==> config.mk <==
export PLATFORM = sky130hd
export DESIGN_NAME = prot_level_ctrl
export DESIGN_NICKNAME = d
export VERILOG_FILES = /design/src/rtl/prot_lvl_pkg.sv /design/src/rtl/prot_lvl_decide.sv /design/src/rtl/prot_wipe_seq.sv /design/src/rtl/prot_lvl_store.sv /design/src/rtl/prot_level_ctrl.sv
export SDC_FILE = /design/constraint.sdc
export NUM_CORES = 1
export LEC_CHECK = 0
export CAP_MARGIN = 20
export CORE_ASPECT_RATIO = 1.4
export CORE_MARGIN = 3
export CORE_UTILIZATION = 30
export DETAILED_ROUTE_END_ITERATION = 10
export GPL_TIMING_DRIVEN = 0
export PLACE_DENSITY = 0.61
export SYNTH_ARGS = -nofsm -noshare
export SYNTH_HDL_FRONTEND = slang
export SYNTH_SLANG_ARGS = --single-unit
==> constraint.sdc <==
create_clock -name clk -period 1.3 [get_ports clk]
set_input_delay 0.26 -clock clk [delete_from_list [all_inputs] [get_ports clk]]
set_output_delay 0.26 -clock clk [all_outputs]
set_load 0.02 [all_outputs]
==> src/rtl/prot_lvl_pkg.sv <==
package prot_lvl_pkg;

  typedef enum logic [1:0] {
    LVL_OPEN    = 2'd0,
    LVL_PARTIAL = 2'd1,
    LVL_LOCKED  = 2'd2
  } lvl_e;

  typedef enum logic [1:0] {
    ACT_NONE   = 2'd0,
    ACT_COMMIT = 2'd1,
    ACT_WIPE   = 2'd2,
    ACT_REJECT = 2'd3
  } act_e;

  localparam logic [7:0] CODE_OPEN    = 8'hAA;
  localparam logic [7:0] CODE_PARTIAL = 8'h55;

  // Byte to level: two magic codes, everything else is the strictest level.
  function automatic lvl_e decode_level(input logic [7:0] code);
    lvl_e l;
    if (code == CODE_OPEN)         l = LVL_OPEN;
    else if (code == CODE_PARTIAL) l = LVL_PARTIAL;
    else                           l = LVL_LOCKED;
    return l;
  endfunction

  // What a requested move from cur to nxt must do.
  function automatic act_e classify(input lvl_e cur, input lvl_e nxt);
    act_e a;
    if (nxt == cur)              a = ACT_NONE;
    else if (nxt == LVL_OPEN)    a = ACT_WIPE;
    else if (nxt == LVL_LOCKED)  a = ACT_COMMIT;
    else if (cur == LVL_OPEN)    a = ACT_COMMIT;
    else                         a = ACT_REJECT;
    return a;
  endfunction

endpackage

==> src/rtl/prot_lvl_decide.sv <==
module prot_lvl_decide
  import prot_lvl_pkg::*;
(
  input  logic [7:0] cur_code,
  input  logic [7:0] new_code,
  output lvl_e       cur_lvl,
  output lvl_e       new_lvl,
  output act_e       action
);

  always_comb begin
    cur_lvl = decode_level(cur_code);
    new_lvl = decode_level(new_code);
    action  = classify(cur_lvl, new_lvl);
  end

endmodule

==> src/rtl/prot_wipe_seq.sv <==
module prot_wipe_seq #(
  parameter int NUM_TGT = 3
) (
  input  logic               clk,
  input  logic               rst_n,
  input  logic               launch,
  input  logic [NUM_TGT-1:0] done_in,
  output logic [NUM_TGT-1:0] start_out,
  output logic               active,
  output logic               finish
);

  localparam int IDX_W = (NUM_TGT > 1) ? $clog2(NUM_TGT) : 1;
  localparam logic [IDX_W-1:0] LAST_IDX = IDX_W'(NUM_TGT - 1);

  logic [IDX_W-1:0] idx_q;
  logic             pulse_q;
  logic             cur_done;

  assign cur_done = active && done_in[idx_q];
  assign finish   = cur_done && (idx_q == LAST_IDX);

  always_ff @(posedge clk) begin
    if (!rst_n) begin
      active  <= 1'b0;
      idx_q   <= '0;
      pulse_q <= 1'b0;
    end else if (!active) begin
      pulse_q <= launch;
      if (launch) begin
        active <= 1'b1;
        idx_q  <= '0;
      end
    end else begin
      pulse_q <= 1'b0;
      if (cur_done) begin
        if (idx_q == LAST_IDX) begin
          active <= 1'b0;
        end else begin
          idx_q   <= idx_q + 1'b1;
          pulse_q <= 1'b1;
        end
      end
    end
  end

  for (genvar g = 0; g < NUM_TGT; g++) begin : g_start
    assign start_out[g] = pulse_q && (idx_q == IDX_W'(g));
  end

endmodule

==> src/rtl/prot_lvl_store.sv <==
module prot_lvl_store #(
  parameter logic [7:0] RESET_CODE = 8'hFF
) (
  input  logic       clk,
  input  logic       rst_n,
  input  logic       commit_en,
  input  logic [7:0] commit_code,
  output logic [7:0] code_q
);

  always_ff @(posedge clk) begin
    if (!rst_n)         code_q <= RESET_CODE;
    else if (commit_en) code_q <= commit_code;
  end

endmodule

==> src/rtl/prot_level_ctrl.sv <==
module prot_level_ctrl
  import prot_lvl_pkg::*;
#(
  parameter int         NUM_TGT    = 3,
  parameter logic [7:0] RESET_CODE = 8'hFF
) (
  input  logic               clk,
  input  logic               rst_n,
  input  logic               prog_valid,
  input  logic [7:0]         prog_value,
  input  logic [NUM_TGT-1:0] erase_done,
  output logic [1:0]         level,
  output logic [NUM_TGT-1:0] erase_start,
  output logic               busy,
  output logic               illegal_err
);

  logic [7:0] code_q;
  lvl_e       cur_lvl;
  lvl_e       new_lvl;
  act_e       action;
  logic       take_strobe;
  logic       direct_commit;
  logic       launch;
  logic       reject;
  logic       wipe_finish;
  logic       commit_en;
  logic [7:0] commit_code;

  prot_lvl_decide u_decide (
    .cur_code (code_q),
    .new_code (prog_value),
    .cur_lvl  (cur_lvl),
    .new_lvl  (new_lvl),
    .action   (action)
  );

  assign take_strobe   = prog_valid && !busy;
  assign direct_commit = take_strobe && (action == ACT_COMMIT);
  assign launch        = take_strobe && (action == ACT_WIPE);
  assign reject        = take_strobe && (action == ACT_REJECT);

  prot_wipe_seq #(.NUM_TGT(NUM_TGT)) u_seq (
    .clk       (clk),
    .rst_n     (rst_n),
    .launch    (launch),
    .done_in   (erase_done),
    .start_out (erase_start),
    .active    (busy),
    .finish    (wipe_finish)
  );

  assign commit_en   = direct_commit || wipe_finish;
  assign commit_code = wipe_finish ? CODE_OPEN : prog_value;

  prot_lvl_store #(.RESET_CODE(RESET_CODE)) u_store (
    .clk         (clk),
    .rst_n       (rst_n),
    .commit_en   (commit_en),
    .commit_code (commit_code),
    .code_q      (code_q)
  );

  always_ff @(posedge clk) begin
    if (!rst_n) illegal_err <= 1'b0;
    else        illegal_err <= reject;
  end

  assign level = cur_lvl;

endmodule

Word level (Yosys, flattened, before mapping):

Index checks and enable logic that the tools add are counted.

* output and inout port bits: 7
* flip-flop bits (word level): 13

* $lt $le $gt $ge: 1
* muxes and demuxes: 21
* reductions and logical operators: 16
* $add $sub $neg: 1
* equality and inequality tests: 13

Operators by type and width (count)
* 2-to-1 mux 2 bit: 12
* == test 8 x 7 -> 1 bit, second input constant: 2
* == test 8 bit, second input constant: 2
* logical AND 1 bit: 9
* == test 2 bit, second input constant: 4
* 2-to-1 mux 8 bit: 1
* 2-to-1 mux 1 bit: 7
* zero test 2 bit: 3
* == test 2 x 1 -> 1 bit, second input constant: 2
* != test 2 bit, second input constant: 2
* less-than comparator 2 x 3 -> 1 bit, second input constant: 1
* AND reduction 3 bit: 1
* adder 2 x 1 -> 2 bit, second input constant: 1
* binary-select mux 1 bit (select 2 bit): 1
* == test 2 bit: 1
* nonzero test 2 bit: 1
* zero test 1 bit: 1
* logical OR 1 bit: 1

Longest topological paths before layout:

* word-level depth: 12
* gate-level depth with buffers: 6
* depth with buffers taken out: 6

By module:

Synthesis repeated with hierarchy kept, for this count alone.

* cells, all modules: 89
* area, all modules: 813.3 µm²

Modules (own cells, without submodules)
* prot_lvl_store: cells an instance 26, area each 285.3 µm², times used 1, seq. area each 160.2 µm²
* prot_wipe_seq: cells an instance 30, area each 266.5 µm², times used 1, seq. area each 80.1 µm²
* prot_lvl_decide: cells an instance 18, area each 153.9 µm², times used 1, seq. area each 0.0 µm²
* prot_level_ctrl: cells an instance 15, area each 107.6 µm², times used 1, seq. area each 20.0 µm²

Worst setup path after synthesis:

Ideal clock, no wire load.

* kind: register to register
* from: register u_store.code_q[3]
* to: register illegal_err
* path slack: -369 ps
* library setup time: 112 ps
* stages on the path, launching flop included: 6
* data arrival time: 1557 ps
* path buffers: 0
* cells stage by stage: dfxtp_1 > nand4bb_1 > nor3_1 > nor2_1 > nand2_1 > nor2_1

* longest elaborated chain between the ends: 10
* elaborated cells on any way between the ends: 12

RTL lines
* start, declared: RTL line prot_lvl_store.sv:8 `output logic [7:0] code_q`
* start signal, assigned: RTL line prot_lvl_store.sv:13 `else if (commit_en) code_q <= commit_code;`
* == test 8 x 7 -> 1 bit: RTL line prot_lvl_pkg.sv:23 `else if (code == CODE_PARTIAL) l = LVL_PARTIAL;`
* 2-to-1 mux 2 bit: RTL line prot_lvl_pkg.sv:23
* 2-to-1 mux 2 bit *: RTL line prot_lvl_pkg.sv:22 `if (code == CODE_OPEN) l = LVL_OPEN;`
* named net level[0]: RTL line prot_level_ctrl.sv:12 `output logic [1:0] level,`
* zero test 2 bit: RTL line prot_lvl_pkg.sv:34 `else if (cur == LVL_OPEN) a = ACT_COMMIT;`
* 2-to-1 mux 2 bit: RTL line prot_lvl_pkg.sv:34
* 2-to-1 mux 2 bit: RTL line prot_lvl_pkg.sv:33 `else if (nxt == LVL_LOCKED) a = ACT_COMMIT;`
* 2-to-1 mux 2 bit: RTL line prot_lvl_pkg.sv:32 `else if (nxt == LVL_OPEN) a = ACT_WIPE;`
* 2-to-1 mux 2 bit *: RTL line prot_lvl_pkg.sv:31 `if (nxt == cur) a = ACT_NONE;`
* == test 2 bit *: RTL line prot_level_ctrl.sv:41 `assign reject = take_strobe && (action == ACT_REJECT);`
* logical AND 1 bit *: RTL line prot_level_ctrl.sv:41
* end signal, assigned: RTL line prot_level_ctrl.sv:66 `else illegal_err <= reject;`
* end, declared: RTL line prot_level_ctrl.sv:15 `output logic illegal_err`

Mark *: on every way through the listed nets, which the timed path passes. The rest lies on a longest branch.
A chain may end at the register's enable or synchronous reset.

Final worst setup path:

* from: register u_store.code_q[5]
* to: register u_store.code_q[4]

* longest elaborated chain between the ends: 11
* elaborated cells on any way between the ends: 13

RTL lines
* == test 8 x 7 -> 1 bit: RTL line prot_lvl_pkg.sv:23
* 2-to-1 mux 2 bit: RTL line prot_lvl_pkg.sv:23
* 2-to-1 mux 2 bit *: RTL line prot_lvl_pkg.sv:22
* zero test 2 bit: RTL line prot_lvl_pkg.sv:34
* 2-to-1 mux 2 bit: RTL line prot_lvl_pkg.sv:34
* 2-to-1 mux 2 bit: RTL line prot_lvl_pkg.sv:33
* 2-to-1 mux 2 bit: RTL line prot_lvl_pkg.sv:32
* 2-to-1 mux 2 bit *: RTL line prot_lvl_pkg.sv:31
* == test 2 x 1 -> 1 bit *: RTL line prot_level_ctrl.sv:39 `assign direct_commit = take_strobe && (action == ACT_COMMIT);`
* logical AND 1 bit *: RTL line prot_level_ctrl.sv:39
* logical OR 1 bit *: RTL line prot_level_ctrl.sv:53 `assign commit_en = direct_commit || wipe_finish;`

Every way passes the cells marked *; elsewhere a longest branch is shown, timed or not.

==> impl_results.md <==
* Result of the run: finished with violations
* Violated checks: setup timing
* Number of rows created at floorplan at 20
* Top routing layer used: met4
* DR DRC count at 0
* Kind of path behind the tightest hold check: input port to register
* Number of nets in the synthesized netlist at 91
* VDD IR max at 0.503 mV
* CTS root buf: sky130_fd_sc_hd__clkbuf_4
* Final Hold Viols at 0
* Total number of vias at 683
* Highest achievable clock rate at 0.640 GHz
* Port Buffers at 20
* List of most frequent post-synthesis cells: 13 x sky130_fd_sc_hd__dfxtp_1, 10 x sky130_fd_sc_hd__mux2i_1, 7 x sky130_fd_sc_hd__nand3_1
* TritonCTS buffer count at 3
* Cell area power density at 587 mW/mm2
* Prevailing post-synth register cell: sky130_fd_sc_hd__dfxtp_1
* Via count of the first global-routing pass at 730
* TritonCTS clock tree: done
* Setup repair after global routing missed its margin: yes
* Share of flip-flops with an asynchronous set or reset after synthesis at 0%
* # setup viols final at 16
* Met3 routed WL at 119 um
* Post-route clock skew at 3.12 ps
* Critical path peak fanout at 8
* Final cycle utilization of the critical path at 120%
* Yosys cell types at 24
* Count of nets after finishing at 124
* Core outline area at 0.00228 mm2
* Aggregate global routing overflow at 0
* Die outline area at 0.00313 mm2
* Mean instance size in the synthesized netlist at 10.1 um2
* Residual antenna-violating net count after detailed routing at 0
* Dominant cell by count in the synthesized netlist: sky130_fd_sc_hd__dfxtp_1
* Register clock-pin slew on the reported worst setup and hold paths at 80 ps
* Final worst slack at -262 ps
* Vert. Die Dim at 65.0 um
* 1st-pass router iterations at 4
* Number of flip-flops and latches in the synthesized netlist at 13
* Syn-to-layout area delta at 62.8%
* Area of the mapped netlist at 746 um2
* Share of Yosys cell area claimed by the top area cell type at 34.9%
* Slew of the pin with the lowest slew margin at 314 ps
* Total Wirelength at 1980 um
* Startpoint-to-endpoint class of the critical path: register to register
* First-pass GRT wire length at 3170 um
* Maximum buffer depth of the clock tree at 2
* Minimum period implied by the final worst setup slack at 1560 ps
* Die W at 48.1 um
* Diodes inserted at 0
* Cell taking the most area after synthesis: sky130_fd_sc_hd__dfxtp_1
* Reported leakage power at 0.502 nW
* Number of synthesized flops with an enable pin at 0
* CTS H-Tree Depth at 1
* Number of antenna violations at the first check in global routing at 0
* WHS at 420 ps
* CP arrival at 1720 ps
* Number of placed I/O pins at 21
* Global-route usage over all layers at 14.3%
* DPL Wire Length at 1390 um
* Wire length on met2 at 1060 um
* Setup slack after placement at -733 ps
* Clock sink total at 13
* Maximum number of pins on one net before global-route repair at 11
* Number of warnings issued by yosys at 0
* Tot Pwr at 712 uW
* Fraction of final layout cells with drive strength greater than 1 at 46.2%
* Routed wire length per instance at 14.2 um
* Slew margin rel. at 79.1%
* Placer congestion estimate at 0.800
* Nature of the critical path startpoint: register
* CP Capture Type: register
* Final Max Slew Viols at 0
* Source-to-sink clock delay at the later pin of the worst-skew pair at 280 ps
* Effective utilization at floorplan at 32.7%
* Share of synthesized area occupied by flip-flops and latches at 34.9%
* Drt via density at 4.91
* Number of violations reported at the end of detailed-routing iteration 0 at 10
* Required time of the worst setup path at 1460 ps
* Ranking of synthesized cells by area: sky130_fd_sc_hd__dfxtp_1 35%, sky130_fd_sc_hd__mux2i_1 13%, sky130_fd_sc_hd__and4bb_2 5.0%
* Max_cap viols at 0
* Metal-1 WL at 751 um
* Mapped Cells at 74
-- per-layer routing --
layer | track usage, % | vias up
met5 | 0 | -
met4 | 7.07 | 0
met3 | 1.67 | 5
met2 | 24.7 | 26
met1 | 16.2 | 315
li1 | - | 337
-- final timing paths --
| check | end | slack (ps) | start | cells after the start |
|---|---|---|---|---|
| setup reg to reg | u_store.code_q[4] | -260 | u_store.code_q[5] | 6 |
| hold reg to reg | u_store.code_q[7] | 510 | u_store.code_q[7] | 2 |
| hold / removal | u_store.code_q[1] | 420 | prog_value[1] | 3 |
| setup / recovery | u_store.code_q[4] | -260 | u_store.code_q[5] | 6 |
-- cells in the final DEF (no fill, tap or decap), drive strengths merged, types with 5 or more instances in the layout --
| cell | netlist | final |
|---|---|---|
| buf | 0 | 13 |
| clkbuf | 1 | 5 |
| clkdlybuf4s50 | 0 | 5 |
| dfxtp | 13 | 13 |
| dlygate4sd2 | 0 | 9 |
| mux2i | 10 | 10 |
| nand2 | 5 | 5 |
| nand3 | 7 | 7 |
| o21ai | 6 | 6 |
-- logic make-up after synthesis --
kind of cell               after synthesis  share of synthesized area [%]
and+or+nand+nor                         33                           29.7
DFF                                     13                           34.9
AOI/OAI and AO/OA                       12                           15.4
muxes                                   10                           13.4
buffers and inverters                    3                           1.51
adders and majority gates                3                           5.03
-- sequential cells by signal (all words and copies together), names as in the netlist --
name,cells
u_seq.idx_q,2
illegal_err,1
u_seq.pulse_q,1
u_store.code_q,8
u_seq.active,1
-- layout make-up --
| class | count | area (um2) |
|---|---|---|
| repair buffers | 28 | 265 |
| flip-flops and latches | 13 | 270 |
| clock buffers | 4 | 26.3 |
| inverters | 2 | 12.5 |
| fillers | 220 | 1060 |
| plain buffers | 1 | 5.00 |
| multi-input cells | 58 | 593 |
| well taps | 33 | 41.3 |
-- critical path, stage by stage, from the launching register on --
cell                        delay [ps]
sky130_fd_sc_hd__dfxtp_2           320
sky130_fd_sc_hd__or2_4             270
sky130_fd_sc_hd__a2111oi_4         370
sky130_fd_sc_hd__o21ai_4            90
sky130_fd_sc_hd__buf_12            150
sky130_fd_sc_hd__mux2i_1           180
sky130_fd_sc_hd__o21ai_1            70
-- stage by stage --
step | TNS, ps | util (%) | area (um2) | cells
2_1_floorplan | -1410 | - | 756 | 74
3_3_place_gp | -9490 | 43.8 | 997 | 127
3_5_place_dp | -9600 | 43.8 | 997 | 127
4_1_cts | -3360 | 51.4 | 1170 | 138
5_1_grt | -4320 | 53.3 | 1210 | 139
6_report | -3100 | 53.3 | 1210 | 139
-- what timing repair did --
| action | CTS | global route |
|---|---|---|
| pin swaps | 10 | 7 |
| gates resized for setup | 61 | 13 |
| hold buffers | 0 | 0 |
| gates cloned | 0 | 0 |
| setup buffers | 7 | 2 |
| endpoints found under the setup margin | 19 | 19 |
-- where the power goes --
part / total [mW] / internal [mW] / leakage [nW] / switching [mW]
Sequential: 0.396 / 0.396 / 0.105 / 0.000291
Combinational: 0.0701 / 0.0405 / 0.381 / 0.0296
Clock: 0.246 / 0.119 / 0.0150 / 0.127
Total: 0.712 / 0.555 / 0.502 / 0.157
Note: power is estimated with default switching activity, not from simulation.
